===== src/rtl/ipr_pkg.sv =====
package ipr_pkg;
  localparam int LVL_W = 4;
  localparam int VEC_W = 8;
  localparam logic [LVL_W-1:0] LVL_TOP = '1;
  localparam int KEY_W = LVL_W + 1;

  // level used for ranking and masking
  function automatic logic [LVL_W-1:0] eff_level(input logic is_fast, input logic [LVL_W-1:0] lvl);
    return is_fast ? LVL_TOP : lvl;
  endfunction

  // rank key: fast flag above level
  function automatic logic [KEY_W-1:0] rank_key(input logic is_fast, input logic [LVL_W-1:0] lvl);
    return {is_fast, eff_level(is_fast, lvl)};
  endfunction

  function automatic logic may_compete(input logic pend, input logic to_xfer,
                                       input logic is_fast, input logic [LVL_W-1:0] lvl);
    return pend && !to_xfer && (is_fast || lvl != '0);
  endfunction
endpackage


===== src/rtl/ipr_cpu_arb.sv =====
module ipr_cpu_arb
  import ipr_pkg::*;
#(
  parameter int NUM_SRC = 16,
  localparam int IDX_W = (NUM_SRC > 1) ? $clog2(NUM_SRC) : 1
) (
  input  logic                     clk,
  input  logic                     rst_n,
  input  logic [NUM_SRC-1:0]       pend,
  input  logic [NUM_SRC*LVL_W-1:0] lvl,
  input  logic [NUM_SRC-1:0]       to_xfer,
  input  logic                     fast_en,
  input  logic [VEC_W-1:0]         fast_vec,
  output logic                     win_valid,
  output logic [IDX_W-1:0]         win_idx,
  output logic [LVL_W-1:0]         win_lvl,
  output logic                     win_fast
);
  logic [NUM_SRC-1:0] is_fast;
  logic [NUM_SRC-1:0] cand;
  logic [KEY_W-1:0]   best_key;

  for (genvar g = 0; g < NUM_SRC; g++) begin : g_src
    assign is_fast[g] = fast_en && (fast_vec == VEC_W'(g));
    assign cand[g]    = may_compete(pend[g], to_xfer[g], is_fast[g], lvl[g*LVL_W +: LVL_W]);
  end

  // ascending scan, replace only on a strictly larger key: ties keep the lower vector
  always_comb begin
    win_valid = 1'b0;
    win_idx   = '0;
    best_key  = '0;
    for (int i = 0; i < NUM_SRC; i++) begin
      if (cand[i] && (!win_valid || rank_key(is_fast[i], lvl[i*LVL_W +: LVL_W]) > best_key)) begin
        win_valid = 1'b1;
        win_idx   = IDX_W'(i);
        best_key  = rank_key(is_fast[i], lvl[i*LVL_W +: LVL_W]);
      end
    end
  end

  assign win_fast = best_key[KEY_W-1];
  assign win_lvl  = best_key[LVL_W-1:0];

  logic fast_live;
  assign fast_live = |(is_fast & cand);

  a_r1_fast_wins: assert property (@(posedge clk) disable iff (!rst_n)
    fast_live |-> (win_fast && is_fast[win_idx] && win_lvl == LVL_TOP));
  a_r4_no_zero_level: assert property (@(posedge clk) disable iff (!rst_n)
    win_valid |-> (win_lvl != '0 && pend[win_idx] && !to_xfer[win_idx]));
  a_r8_xfer_excluded: assert property (@(posedge clk) disable iff (!rst_n)
    (pend == to_xfer) |-> !win_valid);
endmodule


===== src/rtl/ipr_xfer_arb.sv =====
module ipr_xfer_arb
  import ipr_pkg::*;
#(
  parameter int NUM_SRC = 16
) (
  input  logic               clk,
  input  logic               rst_n,
  input  logic [NUM_SRC-1:0] pend,
  input  logic [NUM_SRC-1:0] to_xfer,
  output logic               xfer_valid,
  output logic [VEC_W-1:0]   xfer_vec
);
  logic [NUM_SRC-1:0] live;
  assign live = pend & to_xfer;

  // descending scan so the lowest vector is written last
  always_comb begin
    xfer_vec = '0;
    for (int i = NUM_SRC - 1; i >= 0; i--) begin
      if (live[i]) xfer_vec = VEC_W'(i);
    end
  end
  assign xfer_valid = |live;

  a_r8_xfer_pick: assert property (@(posedge clk) disable iff (!rst_n)
    xfer_valid |-> (pend[xfer_vec] && to_xfer[xfer_vec]));
endmodule


===== src/rtl/ipr_accept.sv =====
module ipr_accept
  import ipr_pkg::*;
#(
  parameter int IDX_W = 4
) (
  input  logic             clk,
  input  logic             rst_n,
  input  logic             win_valid,
  input  logic [IDX_W-1:0] win_idx,
  input  logic [LVL_W-1:0] win_lvl,
  input  logic [LVL_W-1:0] cpu_mask,
  input  logic             glb_ie,
  output logic             acc_valid,
  output logic [VEC_W-1:0] acc_vec,
  output logic [LVL_W-1:0] acc_lvl
);
  logic take;
  assign take = glb_ie && win_valid && (win_lvl > cpu_mask) && !acc_valid;

  always_ff @(posedge clk or negedge rst_n) begin
    if (!rst_n) begin
      acc_valid <= 1'b0;
      acc_vec   <= '0;
      acc_lvl   <= '0;
    end else begin
      acc_valid <= take;
      if (take) begin
        acc_vec <= VEC_W'(win_idx);
        acc_lvl <= win_lvl;
      end
    end
  end

  a_r7_one_cycle: assert property (@(posedge clk) disable iff (!rst_n)
    acc_valid |=> !acc_valid);
  a_r5_above_mask: assert property (@(posedge clk) disable iff (!rst_n)
    $rose(acc_valid) |-> (acc_lvl > $past(cpu_mask)));
  a_r6_enabled: assert property (@(posedge clk) disable iff (!rst_n)
    $rose(acc_valid) |-> $past(glb_ie));
  a_r7_hold: assert property (@(posedge clk) disable iff (!rst_n)
    !acc_valid |=> (acc_valid || ($stable(acc_vec) && $stable(acc_lvl))));
endmodule


===== src/rtl/ipr_resolver.sv =====
module ipr_resolver
  import ipr_pkg::*;
#(
  parameter int NUM_SRC = 16,
  localparam int IDX_W = (NUM_SRC > 1) ? $clog2(NUM_SRC) : 1
) (
  input  logic                     clk,
  input  logic                     rst_n,
  input  logic [NUM_SRC-1:0]       req_pend,
  input  logic [NUM_SRC*LVL_W-1:0] req_lvl,
  input  logic [NUM_SRC-1:0]       req_to_xfer,
  input  logic                     fast_en,
  input  logic [VEC_W-1:0]         fast_vec,
  input  logic [LVL_W-1:0]         cpu_mask,
  input  logic                     glb_ie,
  output logic                     acc_valid,
  output logic [VEC_W-1:0]         acc_vec,
  output logic [LVL_W-1:0]         acc_lvl,
  output logic                     xfer_valid,
  output logic [VEC_W-1:0]         xfer_vec
);
  logic             win_valid;
  logic [IDX_W-1:0] win_idx;
  logic [LVL_W-1:0] win_lvl;
  logic             win_fast;

  ipr_cpu_arb #(.NUM_SRC(NUM_SRC)) u_cpu (
    .clk(clk), .rst_n(rst_n), .pend(req_pend), .lvl(req_lvl), .to_xfer(req_to_xfer),
    .fast_en(fast_en), .fast_vec(fast_vec),
    .win_valid(win_valid), .win_idx(win_idx), .win_lvl(win_lvl), .win_fast(win_fast));

  ipr_xfer_arb #(.NUM_SRC(NUM_SRC)) u_xfer (
    .clk(clk), .rst_n(rst_n), .pend(req_pend), .to_xfer(req_to_xfer),
    .xfer_valid(xfer_valid), .xfer_vec(xfer_vec));

  ipr_accept #(.IDX_W(IDX_W)) u_acc (
    .clk(clk), .rst_n(rst_n), .win_valid(win_valid), .win_idx(win_idx), .win_lvl(win_lvl),
    .cpu_mask(cpu_mask), .glb_ie(glb_ie),
    .acc_valid(acc_valid), .acc_vec(acc_vec), .acc_lvl(acc_lvl));

  a_r5_fast_refused_at_top: assert property (@(posedge clk) disable iff (!rst_n)
    (win_fast && cpu_mask == LVL_TOP) |=> !acc_valid);
endmodule


===== config.mk =====
export PLATFORM = sky130hd
export DESIGN_NAME = ipr_resolver
export DESIGN_NICKNAME = d
export VERILOG_FILES = /design/src/rtl/ipr_pkg.sv /design/src/rtl/ipr_cpu_arb.sv /design/src/rtl/ipr_xfer_arb.sv /design/src/rtl/ipr_accept.sv /design/src/rtl/ipr_resolver.sv
export SDC_FILE = /design/constraint.sdc
export NUM_CORES = 1
export LEC_CHECK = 0
export ABC_CLOCK_PERIOD_IN_PS = 2000
export BUFFER_PORTS_ARGS = -buffer_cell sky130_fd_sc_hd__buf_2
export CORE_ASPECT_RATIO = 1.5
export CORE_UTILIZATION = 35
export DETAILED_ROUTE_END_ITERATION = 12
export PLACE_DENSITY_LB_ADDON = 0.15
export SLEW_MARGIN = 20
export SYNTH_ARGS = -nofsm -noshare
export SYNTH_HDL_FRONTEND = slang
export SYNTH_SLANG_ARGS = --single-unit

===== constraint.sdc =====
create_clock -name clk -period 2 [get_ports clk]
set_clock_uncertainty 0.05 [all_clocks]
set_input_delay 0.4 -clock clk [delete_from_list [all_inputs] [get_ports clk]]
set_output_delay 0.4 -clock clk [all_outputs]
set_load 0.005 [all_outputs]

Yosys cells after proc, flatten, opt, wreduce, memory -nomap -nowiden --
Index checks and enable logic that the tools add are counted. Widths: inputs -> output; s select.
Word-level totals: register bits 9, latch bits 0, memory bits (writable) 0, memory bits (read-only) 0, output and inout bits 22, memories 0
Cells by class: $add $sub $neg 0, $mul 0, div/mod/pow operators 0, $lt $le $gt $ge 16, equal/unequal tests 15, shift operators 0, mux-type cells 79, bitwise operators 1, reduce and logical (&&, ||, !) cells 147
Operator list (number):
- $mux 4 | 41
- $gt 5x5->1 | 15
- $mux 5 | 15
- $logic_and 1x1->1 | 66
- $eq 8x4->1 const B | 8
- $reduce_bool 4->1 | 16
- $eq 8x3->1 const B | 4
- $logic_not 1->1 | 32
- $logic_or 1x1->1 | 31
- $mux 1 | 17
- $and 16x16->16 | 1
- $eq 8x2->1 const B | 2
- $reduce_or 16->1 | 1
- $mux 3 | 4
- $eq 8x1->1 const B | 1
- $logic_not 8->1 | 1
- $gt 4x4->1 | 1
- $mux 2 | 2

Depth between registers and ports, before layout --
Gate-level depths: netlist of the first run.
depth in word-level cells 68, gate-level depth with buffers 159, mapped depth without buffers 150

By module --
From an unflattened synthesis of the first run, not the netlist that was laid out.
Unflattened totals: cell total of the unflattened synthesis 732, area total of the unflattened synthesis 5292.6 um^2
Modules (own cells, without submodules):
- ipr_cpu_arb | instances 1, cells each 653, area an instance 4559.4 um^2, sequential area each 0.0 um^2
- ipr_accept | instances 1, cells each 36, area an instance 464.2 um^2, sequential area each 225.2 um^2
- ipr_xfer_arb | instances 1, cells each 43, area an instance 269.0 um^2, sequential area each 0.0 um^2

Worst setup path after synthesis of the first run --
OpenSTA, ideal clock, no wires.
path kind input-to-reg, start point in fast_vec[5], end point reg u_acc.acc_lvl[2], library setup time 0.104 ns, arrival time 26.110 ns, setup slack -24.264 ns, stages on the path 148, path through or3b_4 > buf_2 > nor3_1 > o21ai_0 > ha_1 > nand4_1 > or2_2 > and2_1 > o21ai_1 > mux2_4 > ha_1 > a211oi_1 > a21oi_1 > a21o_1 > a221oi_1 > or2_2 > ha_1 > nor2b_1 > [112 not listed] > o21a_1 > o21a_1 > o21ai_0 > a22oi_1 > a31o_2 > nand2_1 > clkbuf_1 > nor2_1 > a31oi_1 > ha_1 > nor2b_1 > o21ai_0 > nand2b_1 > a21oi_1 > nor2_1 > o21a_1 > clkbuf_1 > a221oi_1
On the way: longest elaborated chain between the ends 68, elaborated cells on any way between the ends 176, those cells by class 16 x order compare; 15 x eq/ne; 48 x mux; 97 x reduce/logical
RTL lines:
- start: declaration | RTL line ipr_resolver.sv:13 | input logic [VEC_W-1:0] fast_vec,
- $logic_not 8->1 | RTL line ipr_cpu_arb.sv:24 | assign is_fast[g] = fast_en && (fast_vec == VEC_W'(g));
- $logic_and 1x1->1 | RTL line ipr_cpu_arb.sv:24
- $logic_or 1x1->1 | RTL line ipr_pkg.sv:19 | return pend && !to_xfer && (is_fast || lvl != '0);
- $logic_and 1x1->1 | RTL line ipr_pkg.sv:19
- $mux 5 or $mux 1 (tied branches) | RTL line ipr_cpu_arb.sv:34 | if (cand[i] && (!win_valid || rank_key(is_fast[i], lvl[i*LVL_W +: LVL_W]) > best_key)) begin
- $gt 5x5->1 or $logic_not 1->1 (tied branches) | RTL line ipr_cpu_arb.sv:34
- $logic_or 1x1->1 | RTL line ipr_cpu_arb.sv:34
- $logic_and 1x1->1 | RTL line ipr_cpu_arb.sv:34
- [53 not listed]
- $gt 5x5->1 or $logic_not 1->1 (tied branches) | RTL line ipr_cpu_arb.sv:34
- $logic_or 1x1->1 | RTL line ipr_cpu_arb.sv:34
- $logic_and 1x1->1 | RTL line ipr_cpu_arb.sv:34
- $mux 4 * | RTL line ipr_cpu_arb.sv:34
- net u_acc.win_lvl[1] | RTL line ipr_accept.sv:10 | input logic [LVL_W-1:0] win_lvl,
- $gt 4x4->1 * | RTL line ipr_accept.sv:18 | assign take = glb_ie && win_valid && (win_lvl > cpu_mask) && !acc_valid;
- $logic_and 1x1->1 * (2 in series) | RTL line ipr_accept.sv:18
- net u_acc.take | RTL line ipr_accept.sv:17 | logic take;
- end signal: assignment | RTL line ipr_accept.sv:29 | acc_lvl <= win_lvl;
- end: declaration | RTL line ipr_accept.sv:15 | output logic [LVL_W-1:0] acc_lvl
Mark *: on every way through the listed nets, which the timed path passes. The rest lies on a longest branch. A chain may end at the register's enable or synchronous reset.

Final worst setup path of the first run --
start point in fast_vec[7], end point reg u_acc.acc_lvl[2]
On the way: longest elaborated chain between the ends 68, elaborated cells on any way between the ends 176, those cells by class 16 x order compare; 15 x eq/ne; 48 x mux; 97 x reduce/logical
RTL lines (RTL line):
- $logic_not 8->1 | ipr_cpu_arb.sv:24
- $logic_and 1x1->1 | ipr_cpu_arb.sv:24
- $logic_or 1x1->1 | ipr_pkg.sv:19
- $logic_and 1x1->1 | ipr_pkg.sv:19
- $mux 5 or $mux 1 (tied branches) | ipr_cpu_arb.sv:34
- $gt 5x5->1 or $logic_not 1->1 (tied branches) | ipr_cpu_arb.sv:34
- $logic_or 1x1->1 | ipr_cpu_arb.sv:34
- $logic_and 1x1->1 | ipr_cpu_arb.sv:34
- [52 not listed]
- $mux 5 or $mux 1 (tied branches) | ipr_cpu_arb.sv:34
- $gt 5x5->1 or $logic_not 1->1 (tied branches) | ipr_cpu_arb.sv:34
- $logic_or 1x1->1 | ipr_cpu_arb.sv:34
- $logic_and 1x1->1 | ipr_cpu_arb.sv:34
- $mux 4 * | ipr_cpu_arb.sv:34
- net u_acc.win_lvl[1] | ipr_accept.sv:10
- $gt 4x4->1 * | ipr_accept.sv:18
- $logic_and 1x1->1 * (2 in series) | ipr_accept.sv:18
Marked as above.

==> impl_metrics.env, run 1 <==
export IMPL_critPathMaxFanout=8
export IMPL_setup_worst_path_start_class="input pin"
export IMPL_initial_drt_pass_iterations=5
export IMPL_number_of_inserted_diodes=0
export IMPL_yosysUniqueCellTypes=91
export IMPL_leakage_nw=5.36
export IMPL_slew_headroom_pct=60.0
export IMPL_first_global_vias=8509
export IMPL_tightestPinTransition_ns=0.593
export IMPL_clockRootBuffer="clkbuf_16"
export IMPL_mostFrequentLayoutCell="buf_4"
export IMPL_syn_instance_count=779
export IMPL_type_of_the_worst_setup_path="in -> reg"
export IMPL_grt_start_max_net_pins=13
export IMPL_worst_path_largest_cell_delay_ns=0.55
export IMPL_fmax_ghz=0.0404
export IMPL_grt_setup_unrepaired="yes"
export IMPL_mostFrequentLayoutCells="428 x buf_4, 117 x buf_2, 76 x nor2_1"
export IMPL_vias_per_cell=5.47
export IMPL_end_kind="register"
export IMPL_r2r_cells=6
export IMPL_met1Wirelength_um=9780
export IMPL_dpl_instance_area_um2=9200
export IMPL_final_critical_path_setup_slack_ns=-22.77
export IMPL_fp_dieH_um=155
export IMPL_synth_edf_count=0
export IMPL_hold_viol=0
export IMPL_tritoncts_num_buffers=3
export IMPL_dieArea_um2=16000
export IMPL_finalWorstPathRequiredPeriod_ns=24.77
export IMPL_synth_seq_cells=9
export IMPL_rows=55
export IMPL_slew_violations=0
export IMPL_post_synth_main_area_contributors="ha_1 18%, nor2_1 6.0%, nand2_1 4.2%"
export IMPL_synth_top_area_share_pct=18.2
export IMPL_critical_path_reg2reg_startpoint="u_acc.acc_valid$_DFF_PN0_"
export IMPL_placeableCoreArea_um2=15100
export IMPL_synth_yosys_warnings=0
export IMPL_proportion_of_register_bits_with_asynchronous_set_or_reset_after_synthesis_pct=100
export IMPL_wl_um=26300
export IMPL_clk_transition_reported_paths_ns=0.04
export IMPL_post_route_cells_drive_above_1_share_pct=60.7
export IMPL_antenna_found_initial=0
export IMPL_power_ir_vdd_worst_v=0.000946
export IMPL_worstPathRequired_ns=2.10
export IMPL_outcome="finished with violations"
export IMPL_violations="negative setup slack"
export IMPL_met2RoutedLength_um=14000
export IMPL_synth_largest_area_cell="ha_1"
export IMPL_synthFlopType="dfrtp_1"
export IMPL_place_ws_ns=-23.49
export IMPL_timing_critical_path_max_delay_family="compound AO/OA/AOI/OAI gates"
export IMPL_num_io_pins=134
export IMPL_dp_hpwl_um=20400
export IMPL_post_detailed_route_wirelength_per_cell_um=17.1
export IMPL_area_growth_from_synthesis_to_final_layout_pct=99.6
export IMPL_globalRouteOverflowTotal=0
export IMPL_final_net_count=1529
export IMPL_remaining_drc_errors=0
export IMPL_cell_depth_of_the_worst_min_delay_path=2
export IMPL_critPathBufInv=7
export IMPL_max_capacitance_violation_count=0
export IMPL_amount_of_wire_on_met3_after_detailed_routing_um=1020
export IMPL_chipWidth_um=104
export IMPL_clock_insertion_delay_worst_skew_ns=0.24
export IMPL_gr_usage_all_layers_pct=30.4
export IMPL_gp_congestion=0.954
export IMPL_placedCellCount=1447
export IMPL_synth_seq_area_share_pct=4.15
export IMPL_post_synth_instance_area_um2=5430
export IMPL_worst_endpoint_arrival_ns=24.86
export IMPL_min_from="u_acc.acc_vec[3]$_DFFE_PN0P_"
export IMPL_critical_path_slowest_cell="or4_4"
export IMPL_cts_sink_count=9
export IMPL_timing_setup_tns_ns=-204.47
export IMPL_slack_of_the_worst_reg_to_reg_path_ns=0.55
export IMPL_portBuffers=125
export IMPL_worstSetupPathDepth=140
export IMPL_drt_initial_drc_count=315
export IMPL_htree_levels=1
export IMPL_cpMostUsedCell="o21a_1"
export IMPL_final_min_period_over_clock_period_pct=1240
export IMPL_worstSetupStartpoint="fast_vec[7]"
export IMPL_post_route_design_area_um2=10800
export IMPL_syn_area_per_cell_um2=6.97
export IMPL_routed_via_count=8404
export IMPL_final_setup_viol_count=10
export IMPL_power_density_nw_per_um2=912
export IMPL_grt_first_pass_wirelength_um=39500
export IMPL_final_antenna_net_count=0
export IMPL_worst_hold_path_type="reg -> reg"
export IMPL_final_core_utilization_pct=71.6
export IMPL_cts_buffer_depth=2
export IMPL_initial_utilization_pct=35.9
export IMPL_tritoncts="yes"
export IMPL_highest_signal_layer="met4"
export IMPL_post_layout_nonfiller_instances=1536
-- worst min-delay path: cells and delay by family (launching register included) --
kind,cells,cell delay [ns]
compound gates,1,0.09
flops,1,0.34
simple gates,1,0.06
-- registers in the layout (all words and copies together), names as in the netlist --
signal	cells
u_acc.acc_vec	4
u_acc.acc_valid	1
u_acc.acc_lvl	4
-- area by class of cell --
| type | instances | area [um^2] |
|---|---|---|
| clock buffers | 3 | 75.1 |
| clock inverters | 1 | 5.00 |
| fillers | 1198 | 4310 |
| inverters | 42 | 158 |
| multi-input cells | 712 | 6040 |
| flip-flops and latches | 9 | 225 |
| well taps | 199 | 249 |
| repair buffers | 570 | 4080 |
-- timing repair --
item	CTS	global route
setup buffers	56	28
hold buffers	1	0
hold endpoints to repair	9	0
endpoints found under the setup margin	13	14
pin swaps	91	80
gates resized for setup	88	100
cloned	1	0
-- through the flow --
stage / total power, mW / hold WS, ns
after floorplan: 4.28 / 0.0544
after global placement: 7.24 / 0.209
after detailed placement: 7.33 / 0.210
after CTS: 8.76 / 0.493
after global routing: 10.6 / 0.513
final: 9.88 / 0.476
-- per-layer routing --
layer	up-vias	GRT usage (%)
li1	4065	-
met1	3947	31.3
met2	291	60.1
met3	101	2.28
met4	0	16.6
met5	-	0
-- synth_stat cells (9+ instances only) --
cell,instances
a31oi_1,10
a21o_1,17
a22oi_1,9
buf_4,9
a21oi_1,45
nor4_1,10
o31ai_1,9
nand4_1,13
and2_1,16
o21ai_0,31
o22ai_1,13
inv_1,40
nor3_1,18
nor2b_1,29
o21a_1,24
or2_2,26
dfrtp_1,9
nand3_1,28
ha_1,79
nor2_1,87
nand2_1,61
a211oi_1,15
nand2b_1,22
-- logic make-up after synthesis --
logic type	Yosys count	share of synthesized area (%)
simple gates	357	35.4
compound gates	255	34.1
fa+ha+maj	79	18.2
buf+inv	66	5.58
mux	12	2.47
flops	9	4.15
other cells	1	0.0691
-- worst paths after layout --
| path | to |
|---|---|
| max in group asynchronous | u_acc.acc_vec[2]$_DFFE_PN0P_ |
| worst min register to register | u_acc.acc_vec[3]$_DFFE_PN0P_ |
| worst max-delay path | u_acc.acc_lvl[2]$_DFFE_PN0P_ |
| min in group asynchronous | u_acc.acc_lvl[3]$_DFFE_PN0P_ |
| worst max register to register | u_acc.acc_lvl[0]$_DFFE_PN0P_ |
| worst min-delay path | u_acc.acc_vec[3]$_DFFE_PN0P_ |
-- where the power goes --
part | internal (mW) | total [mW] | switching [mW] | leakage (nW)
sequential | 0.280 | 0.343 | 0.0628 | 0.102
clock | 0.265 | 0.366 | 0.101 | 0.0409
combinational | 5.01 | 9.17 | 4.16 | 5.22
Note: power is estimated with default switching activity, not from simulation.
==> inputs of run 2 (changes only) <==
--- a/config.mk
+++ b/config.mk
@@ -5,7 +5,7 @@
 export SDC_FILE = /design/constraint.sdc
 export NUM_CORES = 1
 export LEC_CHECK = 0
-export ABC_CLOCK_PERIOD_IN_PS = 2000
+export ABC_CLOCK_PERIOD_IN_PS = 19800
 export BUFFER_PORTS_ARGS = -buffer_cell sky130_fd_sc_hd__buf_2
 export CORE_ASPECT_RATIO = 1.5
 export CORE_UTILIZATION = 35
==> constraint.sdc (replaced) <==
create_clock -name clk -period 19.8 [get_ports clk]
set_clock_uncertainty 0.05 [all_clocks]
set_input_delay 3.96 -clock clk [delete_from_list [all_inputs] [get_ports clk]]
set_output_delay 3.96 -clock clk [all_outputs]
set_load 0.005 [all_outputs]
==> run 2 against run 1 <==
Effect of this change: the flow still finishes with violations (negative setup slack); sequential share of layout area increased by 0.19 points; combinational power down 90%; sequential cell count unchanged; first-iteration DRC count decreased by 1.9%; hold slack worse by 0.012 ns; clock-buffer cell count up 1; via count is 5.6% lower; highest routed layer unchanged.
==> impl_metrics.env, run 2 (synthesis results as in run 1) <==
export IMPL_ctsHoldBuffers=0
export IMPL_final_antenna_net_count=0
export IMPL_switchingPower_mw=0.417
export IMPL_routed_via_count=7934
export IMPL_type_of_the_worst_setup_path="in -> reg"
export IMPL_grt_start_max_net_pins=13
export IMPL_max_capacitance_violation_count=0
export IMPL_dieArea_um2=16000
export IMPL_cell_depth_of_the_worst_min_delay_path=2
export IMPL_min_from="u_acc.acc_lvl[0]$_DFFE_PN0P_"
export IMPL_num_io_pins=134
export IMPL_violations="negative setup slack"
export IMPL_final_net_count=1431
export IMPL_tritoncts_num_buffers=3
export IMPL_outcome="finished with violations"
export IMPL_internal_power_of_the_cells_mw=0.531
export IMPL_seqPwrFrac_pct=3.7
export IMPL_proportion_of_power_drawn_by_combinational_gates_pct=92.5
export IMPL_worstPathRequired_ns=19.89
export IMPL_clk_transition_reported_paths_ns=0.04
export IMPL_critical_path_reg2reg_startpoint="u_acc.acc_valid$_DFF_PN0_"
export IMPL_worst_hold_path_type="reg -> reg"
export IMPL_mostFrequentLayoutCells="337 x buf_4, 123 x buf_2, 76 x nor2_1"
export IMPL_final_min_period_over_clock_period_pct=143
export IMPL_portBuffers=125
export IMPL_dpl_instance_area_um2=8570
export IMPL_post_route_cells_drive_above_1_share_pct=56.1
export IMPL_wl_um=24500
export IMPL_chipWidth_um=104
export IMPL_drt_initial_drc_count=309
export IMPL_placeableCoreArea_um2=15100
export IMPL_reg_largest_list="u_acc.acc_lvl (4), u_acc.acc_vec (4), u_acc.acc_valid (1)"
export IMPL_antenna_found_initial=0
export IMPL_fmax_ghz=0.0353
export IMPL_finalWorstPathRequiredPeriod_ns=28.30
export IMPL_post_layout_nonfiller_instances=1438
export IMPL_area_growth_from_synthesis_to_final_layout_pct=83.0
export IMPL_htree_levels=1
export IMPL_power_clock_fraction_pct=3.7
export IMPL_power_ir_vdd_worst_v=0.0000973
export IMPL_tightestPinTransition_ns=0.850
export IMPL_worst_path_largest_cell_delay_ns=0.55
export IMPL_final_critical_path_setup_slack_ns=-8.50
export IMPL_fp_dieH_um=155
export IMPL_end_kind="register"
export IMPL_cts_sink_count=9
export IMPL_grt_setup_unrepaired="yes"
export IMPL_rows=55
export IMPL_swShare_pct=44.0
export IMPL_clockRootBuffer="clkbuf_16"
export IMPL_gp_congestion=0.981
export IMPL_initial_drt_pass_iterations=5
export IMPL_grt_first_pass_wirelength_um=37100
export IMPL_vias_per_cell=5.52
export IMPL_tritoncts="yes"
export IMPL_clock_insertion_delay_worst_skew_ns=0.23
export IMPL_number_of_inserted_diodes=0
export IMPL_r2r_cells=6
export IMPL_hold_viol=0
export IMPL_leakage_nw=4.84
export IMPL_remaining_drc_errors=0
export IMPL_initial_utilization_pct=35.9
export IMPL_post_detailed_route_wirelength_per_cell_um=17.0
export IMPL_setup_worst_path_start_class="input pin"
export IMPL_globalRouteOverflowTotal=0
export IMPL_critical_path_slowest_cell="or4_4"
export IMPL_critPathMaxFanout=7
export IMPL_slew_headroom_pct=42.6
export IMPL_post_route_design_area_um2=9930
export IMPL_mostFrequentLayoutCell="buf_4"
export IMPL_slack_of_the_worst_reg_to_reg_path_ns=18.34
export IMPL_power_density_nw_per_um2=95.4
export IMPL_cpMostUsedCell="o21a_1"
export IMPL_finalPower_mw=0.948
export IMPL_worst_endpoint_arrival_ns=28.39
export IMPL_final_setup_viol_count=9
export IMPL_slew_violations=0
export IMPL_dp_hpwl_um=19500
export IMPL_cts_buffer_depth=2
export IMPL_crit_reg2reg_capture="u_acc.acc_lvl[1]$_DFFE_PN0P_"
export IMPL_gr_usage_all_layers_pct=28.7
export IMPL_placedCellCount=1363
export IMPL_whs_endpoint="u_acc.acc_lvl[0]$_DFFE_PN0P_"
export IMPL_first_global_vias=7973
[run 2: metrics by stage]
stage	hold WS [ns]	TNS [ns]	worst slack (ns)	utilization [%]
final	0.464	-75.95	-8.50	65.6
after global routing	0.522	-85.15	-9.53	65.6
after CTS	0.451	-72.19	-8.08	61.5
after detailed placement	0.443	-83.23	-9.30	56.6
after global placement	0.454	-80.03	-8.97	56.6
after floorplan	0.438	-69.87	-7.83	-
[run 2: routing by layer]
layer	GRT usage [%]	vias to the layer above	part of all wire, %
met5	0	-	0
met4	14.1	0	5.0
met3	1.81	83	3.6
met2	57.2	275	53
met1	30.0	3712	38
li1	-	3864	-
[run 2: final cells by class]
cell class | instances | area, um^2
clock buffer | 4 | 78.8
fill | 1360 | 5200
inverter | 42 | 158
multi-input combinational | 713 | 5950
sequential | 9 | 225
tap | 199 | 249
timing repair buffer | 471 | 3270
[run 2: how the worst max path moves through the flow]
stage / from / to / slack, ns
3_5_place_dp: fast_vec[6] / u_acc.acc_lvl[1]$_DFFE_PN0P_ / -9.30
5_1_grt: fast_vec[7] / u_acc.acc_lvl[3]$_DFFE_PN0P_ / -9.53
3_3_place_gp: fast_vec[6] / u_acc.acc_lvl[3]$_DFFE_PN0P_ / -8.97
6_report: fast_vec[7] / u_acc.acc_lvl[3]$_DFFE_PN0P_ / -8.50
4_1_cts: fast_vec[7] / u_acc.acc_lvl[3]$_DFFE_PN0P_ / -8.08
2_1_floorplan: fast_vec[6] / u_acc.acc_lvl[2]$_DFFE_PN0P_ / -7.83
[run 2: critical path: cells and delay by family]
family          cells  cell delay [ns]
buf+inv            10             1.17
fa+ha+maj          16             3.97
mux                 3             0.85
compound gates     71            12.08
simple gates       42             6.34
[run 2: what timing repair did]
item                                    in CTS  in global routing
resized for setup                           69                 85
setup buffers                               44                 26
endpoints found under the setup margin       9                  9
pin swaps                                   68                 32
gates cloned                                 2                  0
[run 2: power by group through the flow]
stage | Clock [mW] | Combinational (mW) | Sequential [mW]
global placement | 0 | 0.686 | 0.0341
floorplan | 0 | 0.399 | 0.0334
CTS | 0.0356 | 0.770 | 0.0335
global route | 0.0368 | 0.946 | 0.0355
finish | 0.0355 | 0.877 | 0.0352
detailed placement | 0 | 0.692 | 0.0332
==> inputs of run 3 (changes only) <==
--- a/config.mk
+++ b/config.mk
@@ -8,9 +8,11 @@
 export ABC_CLOCK_PERIOD_IN_PS = 19800
 export BUFFER_PORTS_ARGS = -buffer_cell sky130_fd_sc_hd__buf_2
 export CORE_ASPECT_RATIO = 1.5
+export CORE_MARGIN = 2
 export CORE_UTILIZATION = 35
 export DETAILED_ROUTE_END_ITERATION = 12
 export PLACE_DENSITY_LB_ADDON = 0.15
+export RECOVER_POWER = 50
 export SLEW_MARGIN = 20
 export SYNTH_ARGS = -nofsm -noshare
 export SYNTH_HDL_FRONTEND = slang
==> constraint.sdc (replaced) <==
create_clock -name clk -period 19.8 [get_ports clk]
set_clock_uncertainty 0.05 [all_clocks]
set_input_delay 3.96 -clock clk [delete_from_list [all_inputs] [get_ports clk]]
set_output_delay 3.96 -clock clk [all_outputs]
set_load 0.05 [all_outputs]
==> run 3 against run 2 <==
Effect of this change: the flow still finishes with violations (negative setup slack); combinational power is 5.2% higher; clock power increased by 3%; global-route usage down 0.89 points; register-to-register slack better by 0.04 ns; die area up 3.2%; hold slack got worse by 0.011 ns; power rose by 4.8%; wire length is 0.89% higher; core utilization down 0.28 points.
==> impl_metrics.env, run 3 (synthesis results as in run 1) <==
export IMPL_remaining_drc_errors=0
export IMPL_htree_levels=1
export IMPL_post_route_cells_drive_above_1_share_pct=55.3
export IMPL_violations="negative setup slack"
export IMPL_ctsHoldBuffers=0
export IMPL_power_clock_fraction_pct=3.7
export IMPL_rows=55
export IMPL_worst_endpoint_arrival_ns=28.30
export IMPL_leakage_nw=4.81
export IMPL_switchingPower_mw=0.459
export IMPL_power_density_nw_per_um2=100
export IMPL_swShare_pct=46.2
export IMPL_max_capacitance_violation_count=0
export IMPL_highest_signal_layer="met5"
export IMPL_worstPathRequired_ns=19.89
export IMPL_proportion_of_power_drawn_by_combinational_gates_pct=92.9
export IMPL_final_critical_path_setup_slack_ns=-8.42
export IMPL_critical_path_slowest_cell="or4_4"
export IMPL_regArea_um2=225
export IMPL_grt_setup_unrepaired="yes"
export IMPL_final_core_utilization_pct=65.3
export IMPL_seqPwrFrac_pct=3.5
export IMPL_area_growth_from_synthesis_to_final_layout_pct=82.2
export IMPL_final_net_count=1424
export IMPL_gp_congestion=0.950
export IMPL_clk_transition_reported_paths_ns=0.04
export IMPL_setup_worst_path_start_class="input pin"
export IMPL_slack_of_the_worst_reg_to_reg_path_ns=18.38
export IMPL_dp_hpwl_um=20200
export IMPL_mostFrequentLayoutCell="buf_4"
export IMPL_reg_largest_list="u_acc.acc_lvl (4), u_acc.acc_vec (4), u_acc.acc_valid (1)"
export IMPL_clock_insertion_delay_worst_skew_ns=0.24
export IMPL_num_io_pins=134
export IMPL_tritoncts_num_buffers=3
export IMPL_internal_power_of_the_cells_mw=0.535
export IMPL_met2RoutedLength_um=13100
export IMPL_power_ir_vdd_worst_v=0.000112
export IMPL_dieArea_um2=16500
export IMPL_cpMostUsedCell="o21a_1"
export IMPL_wl_um=24700
export IMPL_post_detailed_route_wirelength_per_cell_um=17.3
export IMPL_tritoncts="yes"
export IMPL_clockRootBuffer="clkbuf_16"
export IMPL_final_min_period_over_clock_period_pct=143
export IMPL_critPathMaxFanout=8
export IMPL_routed_via_count=7983
export IMPL_first_global_vias=7948
export IMPL_final_setup_viol_count=9
export IMPL_area_of_combinational_cells_with_multiple_inputs_um2=5930
export IMPL_cts_sink_count=9
export IMPL_initial_drt_pass_iterations=4
export IMPL_outcome="finished with violations"
export IMPL_filler_cell_count=1339
export IMPL_worst_path_largest_cell_delay_ns=0.55
export IMPL_final_antenna_net_count=0
export IMPL_chipWidth_um=106
export IMPL_cts_buffer_depth=2
export IMPL_slew_headroom_pct=41.5
export IMPL_fp_dieH_um=157
export IMPL_end_kind="register"
export IMPL_fmax_ghz=0.0354
export IMPL_initial_utilization_pct=35.9
export IMPL_number_of_inserted_diodes=0
export IMPL_amount_of_wire_on_met3_after_detailed_routing_um=1060
export IMPL_placeableCoreArea_um2=15100
export IMPL_vias_per_cell=5.58
export IMPL_finalWorstPathRequiredPeriod_ns=28.22
export IMPL_gr_usage_all_layers_pct=27.8
export IMPL_grt_start_max_net_pins=13
export IMPL_antenna_found_initial=1
export IMPL_smallest_hold_slack_ns=0.453
export IMPL_tightestPinTransition_ns=0.876
export IMPL_worst_hold_path_type="reg -> reg"
export IMPL_drt_initial_drc_count=402
export IMPL_grt_first_pass_wirelength_um=37200
export IMPL_mostFrequentLayoutCells="324 x buf_4, 120 x buf_2, 73 x nor2_1"
export IMPL_type_of_the_worst_setup_path="in -> reg"
export IMPL_portBuffers=125
export IMPL_met1Wirelength_um=9290
export IMPL_globalRouteOverflowTotal=0
export IMPL_hold_viol=0
export IMPL_slew_violations=0
## run 3: per-stage QoR
step	instances	power, mW	cell area [um^2]	worst slack, ns	setup TNS [ns]
floorplan	786	0.468	5850	-7.83	-69.89
global placement	1368	0.750	8620	-8.96	-79.93
detailed placement	1368	0.759	8620	-9.22	-82.29
CTS	1415	0.899	9370	-8.07	-71.77
global route	1431	1.07	9890	-9.62	-85.77
finish	1431	0.994	9890	-8.42	-74.82
## run 3: path summary, 6_finish.rpt
path,startpoint,end,cells after the start
worst min-delay path,u_acc.acc_lvl[0]$_DFFE_PN0P_,u_acc.acc_lvl[0]$_DFFE_PN0P_,2
worst max-delay path,fast_vec[2],u_acc.acc_lvl[2]$_DFFE_PN0P_,143
worst max register to register,u_acc.acc_valid$_DFF_PN0_,u_acc.acc_lvl[0]$_DFFE_PN0P_,6
worst min register to register,u_acc.acc_lvl[0]$_DFFE_PN0P_,u_acc.acc_lvl[0]$_DFFE_PN0P_,2
max in group asynchronous,rst_n,u_acc.acc_vec[2]$_DFFE_PN0P_,1
min in group asynchronous,rst_n,u_acc.acc_lvl[3]$_DFFE_PN0P_,1
## run 3: power by group through the flow
stage	Sequential [mW]	Clock, mW	Combinational, mW
final	0.0344	0.0365	0.923
after global routing	0.0352	0.0373	0.995
after CTS	0.0341	0.0364	0.828
after detailed placement	0.0330	0	0.726
after global placement	0.0334	0	0.717
after floorplan	0.0629	0	0.405
## run 3: cell type report
cell class	instances	share of cell area (%)
Timing Repair Buffer	465	32.9
Multi-Input combinational cell	712	59.9
Tap cell	199	2.52
Clock buffer	4	0.797
Sequential cell	9	2.28
Inverter	42	1.59
## run 3: worst max-delay path, delay by kind of cell
family                   cells  cell delay [ns]
multiplexers                 3             0.85
adder cells (fa/ha/maj)     16             3.88
buffers and inverters        9             1.03
AND/OR/NAND/NOR             41             6.17
AO/OA/AOI/OAI               74            12.39
## run 3: routing by layer
layer	track usage, %	up-vias
met1	29.3	3758
met5	0	-
met3	2.46	85
li1	-	3857
met2	54.3	281
met4	13.8	2
## run 3: timing repair
item	in CTS	in global routing
resized for setup	80	77
hold endpoints to repair	0	0
buffers inserted	42	17
pin swaps	86	66
setup endpoints to repair	9	9
cloned	1	0
